### src/rtl/xmem_pkg.sv
package xmem_pkg;

  typedef enum logic [1:0] {
    PH_IDLE   = 2'd0,
    PH_SETUP  = 2'd1,
    PH_STROBE = 2'd2,
    PH_HOLD   = 2'd3
  } phase_e;

  // Strobe length in clocks for a given stretch code.
  function automatic int unsigned strobe_clocks(input int unsigned stretch_code);
    return stretch_code + 1;
  endfunction

  // Busy length of one transfer in clocks.
  function automatic int unsigned busy_clocks(input int unsigned setup_clks,
                                              input int unsigned stretch_code,
                                              input int unsigned hold_clks);
    return setup_clks + strobe_clocks(stretch_code) + hold_clks;
  endfunction

endpackage

### src/rtl/xmem_req_regs.sv
module xmem_req_regs #(
  parameter int ADDR_W = 24,
  parameter int DATA_W = 8,
  parameter int STR_W  = 3
) (
  input  logic              clk,
  input  logic              rst,
  input  logic              accept,
  input  logic              in_write,
  input  logic [ADDR_W-1:0] in_addr,
  input  logic [DATA_W-1:0] in_wdata,
  input  logic [STR_W-1:0]  in_stretch,
  output logic              q_write,
  output logic [ADDR_W-1:0] q_addr,
  output logic [DATA_W-1:0] q_wdata,
  output logic [STR_W-1:0]  q_stretch
);

  always_ff @(posedge clk) begin
    if (rst) begin
      q_write   <= 1'b0;
      q_addr    <= '0;
      q_wdata   <= '0;
      q_stretch <= '0;
    end else if (accept) begin
      q_write   <= in_write;
      q_addr    <= in_addr;
      q_wdata   <= in_wdata;
      q_stretch <= in_stretch;
    end
  end

endmodule

### src/rtl/xmem_phase_ctrl.sv
module xmem_phase_ctrl
  import xmem_pkg::*;
#(
  parameter int STR_W      = 3,
  parameter int SETUP_CLKS = 1,
  parameter int HOLD_CLKS  = 1
) (
  input  logic             clk,
  input  logic             rst,
  input  logic             accept,
  input  logic [STR_W-1:0] stretch_q,
  output phase_e           phase,
  output logic             last_beat
);

  localparam int SPAN  = SETUP_CLKS + HOLD_CLKS + (1 << STR_W) + 1;
  localparam int CNT_W = $clog2(SPAN);

  logic [CNT_W-1:0] cnt;

  assign last_beat = (cnt == '0);

  always_ff @(posedge clk) begin
    if (rst) begin
      phase <= PH_IDLE;
      cnt   <= '0;
    end else begin
      unique case (phase)
        PH_IDLE: if (accept) begin
          phase <= PH_SETUP;
          cnt   <= CNT_W'(SETUP_CLKS - 1);
        end
        PH_SETUP: if (last_beat) begin
          phase <= PH_STROBE;
          cnt   <= CNT_W'(stretch_q);
        end else begin
          cnt <= cnt - 1'b1;
        end
        PH_STROBE: if (last_beat) begin
          phase <= PH_HOLD;
          cnt   <= CNT_W'(HOLD_CLKS - 1);
        end else begin
          cnt <= cnt - 1'b1;
        end
        PH_HOLD: if (last_beat) begin
          phase <= PH_IDLE;
        end else begin
          cnt <= cnt - 1'b1;
        end
        default: phase <= PH_IDLE;
      endcase
    end
  end

endmodule

### src/rtl/xmem_rd_capture.sv
module xmem_rd_capture #(
  parameter int DATA_W = 8
) (
  input  logic              clk,
  input  logic              rst,
  input  logic              strobe_end,
  input  logic              is_write,
  input  logic [DATA_W-1:0] bus_rdata,
  output logic [DATA_W-1:0] rdata,
  output logic              done
);

  always_ff @(posedge clk) begin
    if (rst) begin
      rdata <= '0;
      done  <= 1'b0;
    end else begin
      done <= strobe_end;
      if (strobe_end && !is_write) rdata <= bus_rdata;
    end
  end

endmodule

### src/rtl/xmem_sequencer.sv
module xmem_sequencer
  import xmem_pkg::*;
#(
  parameter int ADDR_W     = 24,
  parameter int DATA_W     = 8,
  parameter int STR_W      = 3,
  parameter int SETUP_CLKS = 1,
  parameter int HOLD_CLKS  = 1
) (
  input  logic              clk,
  input  logic              rst,
  input  logic              req_valid,
  input  logic              req_write,
  input  logic [ADDR_W-1:0] req_addr,
  input  logic [DATA_W-1:0] req_wdata,
  input  logic [STR_W-1:0]  stretch,
  output logic              req_ready,
  output logic [ADDR_W-1:0] ext_addr,
  output logic              ext_rd,
  output logic              ext_wr,
  output logic [DATA_W-1:0] ext_wdata,
  input  logic [DATA_W-1:0] ext_rdata,
  output logic              rsp_done,
  output logic [DATA_W-1:0] rsp_rdata
);

  phase_e           phase;
  logic             last_beat;
  logic             accept;
  logic             strobe_on;
  logic             strobe_end;
  logic             q_write;
  logic [STR_W-1:0] q_stretch;

  assign req_ready  = (phase == PH_IDLE);
  assign accept     = req_valid && req_ready;
  assign strobe_on  = (phase == PH_STROBE);
  assign strobe_end = strobe_on && last_beat;
  assign ext_rd     = strobe_on && !q_write;
  assign ext_wr     = strobe_on && q_write;

  xmem_req_regs #(.ADDR_W(ADDR_W), .DATA_W(DATA_W), .STR_W(STR_W)) u_regs (
    .clk(clk), .rst(rst), .accept(accept),
    .in_write(req_write), .in_addr(req_addr), .in_wdata(req_wdata),
    .in_stretch(stretch),
    .q_write(q_write), .q_addr(ext_addr), .q_wdata(ext_wdata),
    .q_stretch(q_stretch)
  );

  xmem_phase_ctrl #(.STR_W(STR_W), .SETUP_CLKS(SETUP_CLKS), .HOLD_CLKS(HOLD_CLKS)) u_ctrl (
    .clk(clk), .rst(rst), .accept(accept), .stretch_q(q_stretch),
    .phase(phase), .last_beat(last_beat)
  );

  xmem_rd_capture #(.DATA_W(DATA_W)) u_cap (
    .clk(clk), .rst(rst), .strobe_end(strobe_end), .is_write(q_write),
    .bus_rdata(ext_rdata), .rdata(rsp_rdata), .done(rsp_done)
  );

endmodule

### config.mk
export PLATFORM = sky130hd
export DESIGN_NAME = xmem_sequencer
export DESIGN_NICKNAME = d
export VERILOG_FILES = /design/src/rtl/xmem_pkg.sv /design/src/rtl/xmem_req_regs.sv /design/src/rtl/xmem_phase_ctrl.sv /design/src/rtl/xmem_rd_capture.sv /design/src/rtl/xmem_sequencer.sv
export SDC_FILE = /design/constraint.sdc
export NUM_CORES = 1
export LEC_CHECK = 0
export BUFFER_PORTS_ARGS = -buffer_cell sky130_fd_sc_hd__buf_2
export CAP_MARGIN = 10
export CORE_MARGIN = 3
export CORE_UTILIZATION = 40
export CTS_BUF_LIST = sky130_fd_sc_hd__clkbuf_4
export CTS_CLUSTER_DIAMETER = 50
export DETAILED_ROUTE_END_ITERATION = 8
export PLACE_DENSITY_LB_ADDON = 0.12
export SYNTH_ARGS = -nofsm -noshare
export SYNTH_HDL_FRONTEND = slang
export SYNTH_SLANG_ARGS = --single-unit
### constraint.sdc
create_clock -name clk -period 3.3 [get_ports clk]
set_clock_uncertainty 0.15 [all_clocks]
set_input_delay 0.165 -clock clk [delete_from_list [all_inputs] [get_ports clk]]
set_output_delay 0.165 -clock clk [all_outputs]
set_load 0.01 [all_outputs]
==> results of run 1 <==
routing by layer:
layer,part of all wire [%],up-vias,global-route usage (%)
li1,-,1091,-
met1,44,947,22.6
met2,47,71,32.2
met3,6.9,10,5.75
met4,2.0,0,6.16
met5,0,-,0
sequential cells by signal, indices dropped and copies added, names as in the netlist:
signal,count
u_ctrl.cnt,4
u_regs.q_stretch,3
u_cap.done,1
u_regs.q_write,1
u_cap.rdata,8
u_regs.q_wdata,8
u_regs.q_addr,24
u_ctrl.phase,2
cells by family (layout without fill, tap and decap cells):
group                      after synthesis  count (layout)  share of synthesized area (%)
and+or+nand+nor                        108             108                           23.1
AOI/OAI and AO/OA                       60              60                           17.0
adders and majority gates                5               5                           3.12
buffers and inverters                   22             154                           4.49
DFF                                     51              51                           50.8
muxes                                    3               3                           1.50
final timing paths:
kind / startpoint / endpoint / slack (ns)
worst min register to register: u_regs.q_addr[7]$_SDFFE_PP0P_ / u_regs.q_addr[7]$_SDFFE_PP0P_ / 0.31
worst max-delay path: u_ctrl.phase[0]$_SDFFE_PP0P_ / u_regs.q_addr[9]$_SDFFE_PP0P_ / 1.22
worst max register to register: u_ctrl.phase[0]$_SDFFE_PP0P_ / u_regs.q_addr[9]$_SDFFE_PP0P_ / 1.22
worst min-delay path: rst / u_ctrl.phase[1]$_SDFFE_PP0P_ / 0.1
placed cells by master (no fill, tap or decap), types with 2 or more instances in the layout:
| cell type | count |
|---|---|
| buf_2 | 90 |
| a22o_1 | 2 |
| nand3_1 | 8 |
| o31ai_1 | 2 |
| clkbuf_4 | 5 |
| ha_1 | 5 |
| dfxtp_1 | 51 |
| nor2_1 | 4 |
| o22ai_1 | 2 |
| mux2i_1 | 3 |
| inv_1 | 6 |
| dlygate4sd3_1 | 45 |
| nor2b_1 | 3 |
| and2_1 | 2 |
| nand2_1 | 83 |
| a21oi_1 | 48 |
| buf_4 | 5 |
stage by stage:
stage	hold WS (ns)	utilization (%)	instances	instance area, sq um
6_report	0.0966	63.6	448	3040
5_1_grt	0.0904	63.6	448	3040
4_1_cts	0.0884	63.6	448	3040
3_5_place_dp	0.260	52.5	395	2510
3_3_place_gp	0.255	52.5	395	2510
2_1_floorplan	0.151	-	249	2010
worst max-delay path: stages (launching register included):
cell and delay [ns]:
dfxtp_1 0.36, inv_1 0.10, ha_1 0.31, and2_1 0.54, buf_4 0.35, nand2_1 0.08, a21oi_1 0.13
cells in the mapped netlist:
cell / n / area [sq um]
a221oi_1: 1 / 8.76
a2111oi_2: 1 / 15.0
buf_2: 6 / 30.0
and2_1: 2 / 12.5
and2b_1: 1 / 7.51
a21oi_2: 1 / 8.76
clkbuf_1: 10 / 37.5
o31ai_1: 2 / 15.0
nor3b_2: 1 / 12.5
or2_2: 1 / 6.26
nand3_1: 8 / 40.0
a211o_1: 1 / 8.76
nor3b_1: 1 / 7.51
a22o_1: 2 / 17.5
nor2_1: 4 / 15.0
inv_1: 6 / 22.5
a21oi_1: 48 / 240
a211oi_1: 1 / 7.51
nor3_1: 1 / 5.00
o22ai_1: 2 / 12.5
nand2b_1: 1 / 6.26
ha_1: 5 / 62.6
or4_4: 1 / 11.3
o21bai_1: 1 / 7.51
or3b_1: 1 / 8.76
mux2i_1: 3 / 30.0
nor2b_1: 3 / 18.8
nand2_1: 83 / 312
dfxtp_1: 51 / 1020
final cells by class:
type	instances	area share, %
clock inverter	3	1.40
multi-input combinational	176	29.5
sequential	51	33.6
inverter	6	0.740
tap	67	2.75
clock buffer	5	1.23
timing repair buffer	140	30.8
timing repair:
| item | CTS | global route |
|---|---|---|
| setup buffers | 0 | 0 |
| hold buffers | 45 | 0 |
| setup endpoints to repair | 0 | 0 |
| endpoints found under the hold margin | 45 | 0 |
power breakdown:
part	switching, uW	internal [uW]
combinational	376	284
sequential	65.2	738
clock	207	160
==> results.yml, run 1 <==
power:
  power_uw: 1830
  pwr_density_cell_nw_per_um2: 601
  p_leak_uw: 0.00138
  vdd_ir_drop_max_mv: 0.322
sta:
  tns_ns: 0
  finalWorstSetupSlack_ns: 1.22
  worstMarginPinSlew_ns: 0.585
  fmax_mhz: 481
  maxSlewHeadroom_pct: 60.9
  min_period_ns: 2.08
  setup_viol_count_final: 0
  drv_slew: 0
  rsz0062_at_grt: "no"
  hold_violations: 0
  period_share_pct: 63.0
clock_tree:
  clk_pin_slew_ns: 0.15
  clock_path_buffers: 2
  cts_num_sinks: 51
  cts_buffers: 5
  insertion_delay_ns: 0.38
  cts_tree: "done"
  htreeDepth: 2
  root_buffer: "clkbuf_4"
  post_cts_resized: 0
placement:
  port_buffers: 90
  dpl.hpwl_um: 3310
  gp_congestion: 0.780
  dp_slack_ns: 1.25
final_layout:
  multi_input_area_sq_um: 897
  num-fill-cells: 435
  area_growth_pct: 51.5
  final_layout_size_suffix_gt1_share_pct: 28.1
  diodes: 0
  fin_nets: 432
  ff_latch_area_sq_um: 1020
yosys:
  syn_inst: 249
  ys_warn_count: 0
  ys_seq_elements: 51
  synth_nets: 301
  ys_types: 29
  synth_area_sq_um: 2010
  avgSynthCellArea_sq_um: 8.06
  ys_seq_area_share_pct: 50.8
outcome:
  outcome: "finished clean"
setup_path:
  worst-setup-path-type: "register to register"
  arrival_ns: 2.24
  critPathLaunchType: "register"
  cp_max_fo: 20
  required_ns: 3.46
  critPathCaptureType: "register"
  reg2reg_depth: 6
floorplanning:
  die_area_sq_um: 5910
  boundaryPins: 91
  start_util_pct: 42.0
  dieHeight_um: 76.9
  die_w_um: 76.9
  core_area_sq_um: 4790
  rows: 25
grt:
  grt_max_degree: 29
  grt_use_total_pct: 18.9
  antenna_found_initial: 0
  grt_remaining_overflow: 0
  grt_pass1_wl_um: 9230
  grt_pass1_vias: 1993
hold_path:
  hold_class: "primary input to register"
  min_path_cells: 2
detailed_routing:
  post_drt_wl_per_cell_um: 12.3
  firstDrtPassIters: 4
  drc_errors: 0
  drt_iter0_drc: 122
  vias_per_cell: 4.73
  vias: 2119
  wl_um: 5510
  ant_nets: 0
flow_run:
  cap_violations: 0
(Power assumes the default switching activity.)
==> run 2, diff against run 1 <==
Clock period 3.3 ns to 1.97 ns, I/O delays scaled along.
==> run 2 against run 1 <==
  * Non-clock buffer count increased by 3
  * Utilization increased by 0.78 points
  * Worst hold slack improved by 0.21 ns
  * Count of clock-buffer cells in the layout unchanged
  * Sequential power increased by 68%
==> results.yml, run 2 (same netlist as run 1, synthesis figures left out) <==
clock_tree:
  clk_pin_slew_ns: 0.14
  cts_tree: "done"
  insertion_delay_ns: 0.38
  postCtsSetupBuffers: 0
  root_buffer: "clkbuf_4"
  clock_path_buffers: 2
  htreeDepth: 2
  cts_num_sinks: 51
  cts_buffers: 5
detailed_routing:
  vias_per_cell: 4.68
  drc_errors: 0
  wl_um: 5580
  wl_met3_um: 374
  firstDrtPassIters: 4
  vias: 2110
  ant_nets: 0
  drt_iter0_drc: 76
  drt-met1-wl_um: 2530
  dr_wl_met2_um: 2590
  top_layer: "met4"
  post_drt_wl_per_cell_um: 12.4
grt:
  grt_max_degree: 37
  grt_remaining_overflow: 0
  grt_pass1_wl_um: 9160
  antenna_found_initial: 0
  grt_use_total_pct: 19.1
  grt_pass1_vias: 2028
placement:
  port_buffers: 90
  gp_congestion: 0.744
  dpl.hpwl_um: 3360
  place_inst: 397
hold_path:
  hold_class: "register to register"
floorplanning:
  die_area_sq_um: 5910
  boundaryPins: 91
  core_area_sq_um: 4790
  die_w_um: 76.9
  start_util_pct: 42.0
  dieHeight_um: 76.9
  rows: 25
final_layout:
  ff_latch_area_sq_um: 1020
  largest_register_ffs: 24
  reg.largest.list: "u_regs.q_addr (24), u_cap.rdata (8), u_regs.q_wdata (8)"
  area_growth_pct: 53.4
  final_common_cell: "buf_2"
  fin_nets: 435
  num-fill-cells: 433
  layout_common_cells: "buf_2, nand2_1, dfxtp_1"
  top_register: "u_regs.q_addr"
  final_layout_size_suffix_gt1_share_pct: 29.2
  multi_input_area_sq_um: 908
  final_cells: 451
  diodes: 0
setup_path:
  arrival_ns: 1.99
  cp_max_fo: 5
  critPathLaunchType: "register"
  critPathCaptureType: "register"
  worst-setup-path-type: "register to register"
  required_ns: 2.10
sta:
  hold_violations: 0
  rsz0062_at_grt: "no"
  worstMarginPinSlew_ns: 0.375
  timing.hold.ws_ns: 0.310
  fmax_mhz: 535
  tns_ns: 0
  drv_slew: 0
  min_period_ns: 1.87
  period_share_pct: 94.9
  maxSlewHeadroom_pct: 75.0
  setup_viol_count_final: 0
power:
  clockPowerShare_pct: 15.9
  swShare_pct: 36.5
  vdd_ir_drop_max_mv: 0.537
  power_uw: 3020
  combinationalPowerShare_pct: 39.5
  seq_power_share_pct: 44.6
  power.internal_uw: 1920
  power.net_switching_uw: 1100
  pwr_density_cell_nw_per_um2: 979
  p_leak_uw: 0.00139
flow_run:
  cap_violations: 0
outcome:
  outcome: "finished clean"
## run 2: cell count changes in the layout (fill, tap and decap cells not counted), sizes merged
cell         previous run  this run
clkinv                  1         2
buf                    95        97
dlygate4sd3            45        46
bufinv                  1         0
## run 2: final timing paths
kind,end,cells past startpoint,start,slack [ns]
worst max-delay path,u_ctrl.cnt[0]$_SDFFE_PP0P_,6,u_ctrl.cnt[0]$_SDFFE_PP0P_,0.10
worst min-delay path,u_cap.rdata[2]$_SDFFE_PP0P_,2,u_cap.rdata[2]$_SDFFE_PP0P_,0.31
worst max register to register,u_ctrl.cnt[0]$_SDFFE_PP0P_,6,u_ctrl.cnt[0]$_SDFFE_PP0P_,0.10
worst min register to register,u_cap.rdata[2]$_SDFFE_PP0P_,2,u_cap.rdata[2]$_SDFFE_PP0P_,0.31
## run 2: power by group through the flow
| stage | logic [uW] | clock network, uW | registers [uW] |
|---|---|---|---|
| floorplan | 601 | 0 | 1440 |
| global placement | 1090 | 0 | 1360 |
| detailed placement | 1110 | 0 | 1370 |
| CTS | 1180 | 504 | 1340 |
| global route | 1330 | 540 | 1370 |
| finish | 1190 | 479 | 1350 |
## run 2: worst max-delay path, cell delays in order (launching register included)
cell and delay (ns):
dfxtp_1 0.38, inv_1 0.09, ha_1 0.20, or3b_4 0.44, a21oi_2 0.22, o22ai_1 0.10, a22o_1 0.20
## run 2: final cells by class
cell class | instances | share of cell area [%]
timing repair buffer | 143 | 32.1
multi-input combinational | 176 | 29.5
clock buffer | 5 | 1.22
clock inverter | 3 | 0.609
inverter | 6 | 0.731
sequential | 51 | 33.1
tap | 67 | 2.72
## run 2: stage by stage
step / cell area [sq um] / worst slack (ns) / utilization [%]
final: 3080 / 0.101 / 64.4
after global routing: 3080 / 0.00244 / 64.4
after CTS: 3070 / 0.0894 / 64.1
after detailed placement: 2550 / 0.109 / 53.3
after global placement: 2550 / 0.163 / 53.3
after floorplan: 2010 / 0.233 / -
## run 2: repair_timing
| item | 4_1_cts | 5_1_grt |
|---|---|---|
| setup endpoints to repair | 0 | 4 |
| hold buffers | 46 | 0 |
| gates resized for setup | 0 | 3 |
| endpoints found under the hold margin | 49 | 0 |
## run 2: routing by layer
layer  up-vias  GRT usage, %
li1       1089             -
met1       939          22.4
met2        73          32.6
met3         9          6.57
met4         0          6.34
met5         -             0
==> run 3, diff against run 2 <==
Settings changed: CTS_BUF_LIST sky130_fd_sc_hd__clkbuf_4 to sky130_fd_sc_hd__clkbuf_8.
==> run 3 against run 2 <==
  * Worst setup slack worse by 0.0019 ns
  * Global-route usage is 0.15 points lower
  * Routed wire length is 0.50% lower
  * Cell area is 1.1% higher
  * Highest routed layer unchanged
==> results.yml, run 3 (same netlist as run 1, synthesis figures left out) <==
grt:
  grt_max_degree: 37
  grt_remaining_overflow: 0
  grt_use_total_pct: 19.0
  antenna_found_initial: 0
  grt_pass1_vias: 2022
  grt_pass1_wl_um: 9150
placement:
  dpl.hpwl_um: 3360
  place_inst: 397
  gp_congestion: 0.744
  port_buffers: 90
final_layout:
  final_cells: 451
  area_growth_pct: 55.1
  final_common_cell: "buf_2"
  diodes: 0
  final_layout_size_suffix_gt1_share_pct: 29.2
  largest_register_ffs: 24
  top_register: "u_regs.q_addr"
  layout_common_cells: "buf_2, nand2_1, dfxtp_1"
  num-fill-cells: 431
  fin_nets: 435
  reg.largest.list: "u_regs.q_addr (24), u_cap.rdata (8), u_regs.q_wdata (8)"
flow_run:
  cap_violations: 0
clock_tree:
  clk_pin_slew_ns: 0.08
  insertion_delay_ns: 0.31
  htreeDepth: 2
  cts_tree: "done"
  cts_buffers: 5
  clock_path_buffers: 2
  root_buffer: "clkbuf_8"
  cts_num_sinks: 51
power:
  pwr_density_cell_nw_per_um2: 1010
  seq_power_share_pct: 42.8
  power.internal_uw: 2030
  swShare_pct: 35.4
  vdd_ir_drop_max_mv: 0.553
  power.net_switching_uw: 1110
  p_leak_uw: 0.00141
  combinationalPowerShare_pct: 38.0
  clockPowerShare_pct: 19.1
detailed_routing:
  drc_errors: 0
  top_layer: "met4"
  firstDrtPassIters: 4
  dr_wl_met2_um: 2570
  wl_um: 5550
  wl_met3_um: 356
  drt_iter0_drc: 53
  drt-met1-wl_um: 2510
  post_drt_wl_per_cell_um: 12.3
  ant_nets: 0
  vias_per_cell: 4.64
  vias: 2093
setup_path:
  worst-setup-path-type: "register to register"
  required_ns: 2.02
  cp_slowest_stage_delay_ns: 0.44
  cp_max_fo: 5
  critPathLaunchType: "register"
  critPathCaptureType: "register"
  reg2reg_depth: 6
  regToRegSetupSlack_ns: 0.1
  crit_slowest_cell: "or3b_4"
  worst_r2r_endpoint: "u_ctrl.cnt[0]$_SDFFE_PP0P_"
  arrival_ns: 1.92
  rr_startpoint: "u_ctrl.cnt[0]$_SDFFE_PP0P_"
  path_buf_inv: 1
  crit_family: "compound AO/OA/AOI/OAI gates"
  crit_path_cell_trace: "inv_1 -> ha_1 -> or3b_4 -> a21oi_2 -> o22ai_1 -> a22o_1"
sta:
  min_period_ns: 1.87
  worstMarginPinSlew_ns: 0.384
  setup_viol_count_final: 0
  period_share_pct: 95.0
  rsz0062_at_grt: "no"
  fmax_mhz: 534
  maxSlewHeadroom_pct: 74.4
  tns_ns: 0
  drv_slew: 0
  hold_violations: 0
hold_path:
  hold_path_end: "u_cap.rdata[2]$_SDFFE_PP0P_"
  min_path_cells: 2
  hold_class: "register to register"
  hp-start: "u_cap.rdata[2]$_SDFFE_PP0P_"
floorplanning:
  boundaryPins: 91
  dieHeight_um: 76.9
  core_area_sq_um: 4790
  rows: 25
  die_area_sq_um: 5910
  die_w_um: 76.9
  start_util_pct: 42.0
outcome:
  outcome: "finished clean"
run 3: cell types whose count changed in the layout (fill, tap and decap cells not counted):
cell,change
clkbuf_4,-5
clkbuf_8,+5
ha_1,+1
ha_2,-1
nor3_1,-1
nor3_2,+1
run 3: power groups by stage:
stage	clock (uW)	combinational, uW	sequential, uW
floorplan	0	601	1440
global placement	0	1090	1360
detailed placement	0	1110	1370
CTS	626	1180	1340
global route	661	1330	1370
finish	600	1190	1350
run 3: worst register-to-register path: stages (launching register included):
cell	delay (ns)
dfxtp_1	0.37
inv_1	0.09
ha_1	0.20
or3b_4	0.44
a21oi_2	0.22
o22ai_1	0.10
a22o_1	0.20
run 3: how the worst max path moves through the flow:
stage | startpoint | to | slack [ns] | cells after the start
finish | u_ctrl.cnt[0]$_SDFFE_PP0P_ | u_ctrl.cnt[0]$_SDFFE_PP0P_ | 0.1 | 6
global placement | u_ctrl.cnt[0]$_SDFFE_PP0P_ | u_ctrl.cnt[1]$_SDFFE_PP0P_ | 0.16 | 6
floorplan | u_ctrl.phase[0]$_SDFFE_PP0P_ | u_cap.rdata[6]$_SDFFE_PP0P_ | 0.23 | 7
detailed placement | u_ctrl.cnt[0]$_SDFFE_PP0P_ | u_ctrl.cnt[0]$_SDFFE_PP0P_ | 0.11 | 6
CTS | u_ctrl.cnt[0]$_SDFFE_PP0P_ | u_ctrl.cnt[0]$_SDFFE_PP0P_ | 0.1 | 6
global route | u_ctrl.cnt[0]$_SDFFE_PP0P_ | u_ctrl.cnt[0]$_SDFFE_PP0P_ | 0.008 | 6
run 3: area by class of cell:
| type | count | area [sq um] | area share, % |
|---|---|---|---|
| Timing Repair Buffer | 143 | 988 | 31.7 |
| Tap cell | 67 | 83.8 | 2.69 |
| Multi-Input combinational cell | 176 | 911 | 29.2 |
| Clock inverter | 3 | 18.8 | 0.603 |
| Inverter | 6 | 22.5 | 0.723 |
| Clock buffer | 5 | 68.8 | 2.21 |
| Sequential cell | 51 | 1020 | 32.8 |
run 3: per-layer routing:
| layer | global-route usage (%) | vias up |
|---|---|---|
| met5 | 0 | - |
| met4 | 7.97 | 0 |
| met3 | 4.81 | 11 |
| met2 | 32.5 | 79 |
| met1 | 22.4 | 913 |
| li1 | - | 1090 |
run 3: stage by stage:
stage	total power, uW	utilization, %	cell area (sq um)	setup WS (ns)	hold slack (ns)
2_1_floorplan	2040	-	2010	0.233	0.0845
3_3_place_gp	2450	53.3	2550	0.163	0.188
3_5_place_dp	2470	53.3	2550	0.109	0.194
4_1_cts	3150	64.8	3100	0.0964	0.306
5_1_grt	3370	65.1	3110	0.00811	0.326
6_report	3140	65.1	3110	0.0988	0.303
run 3: what timing repair did:
action	4_1_cts	5_1_grt
resized for setup	0	3
buffers inserted	0	0
hold buffers	46	0
hold endpoints to repair	47	0
endpoints found under the setup margin	0	3
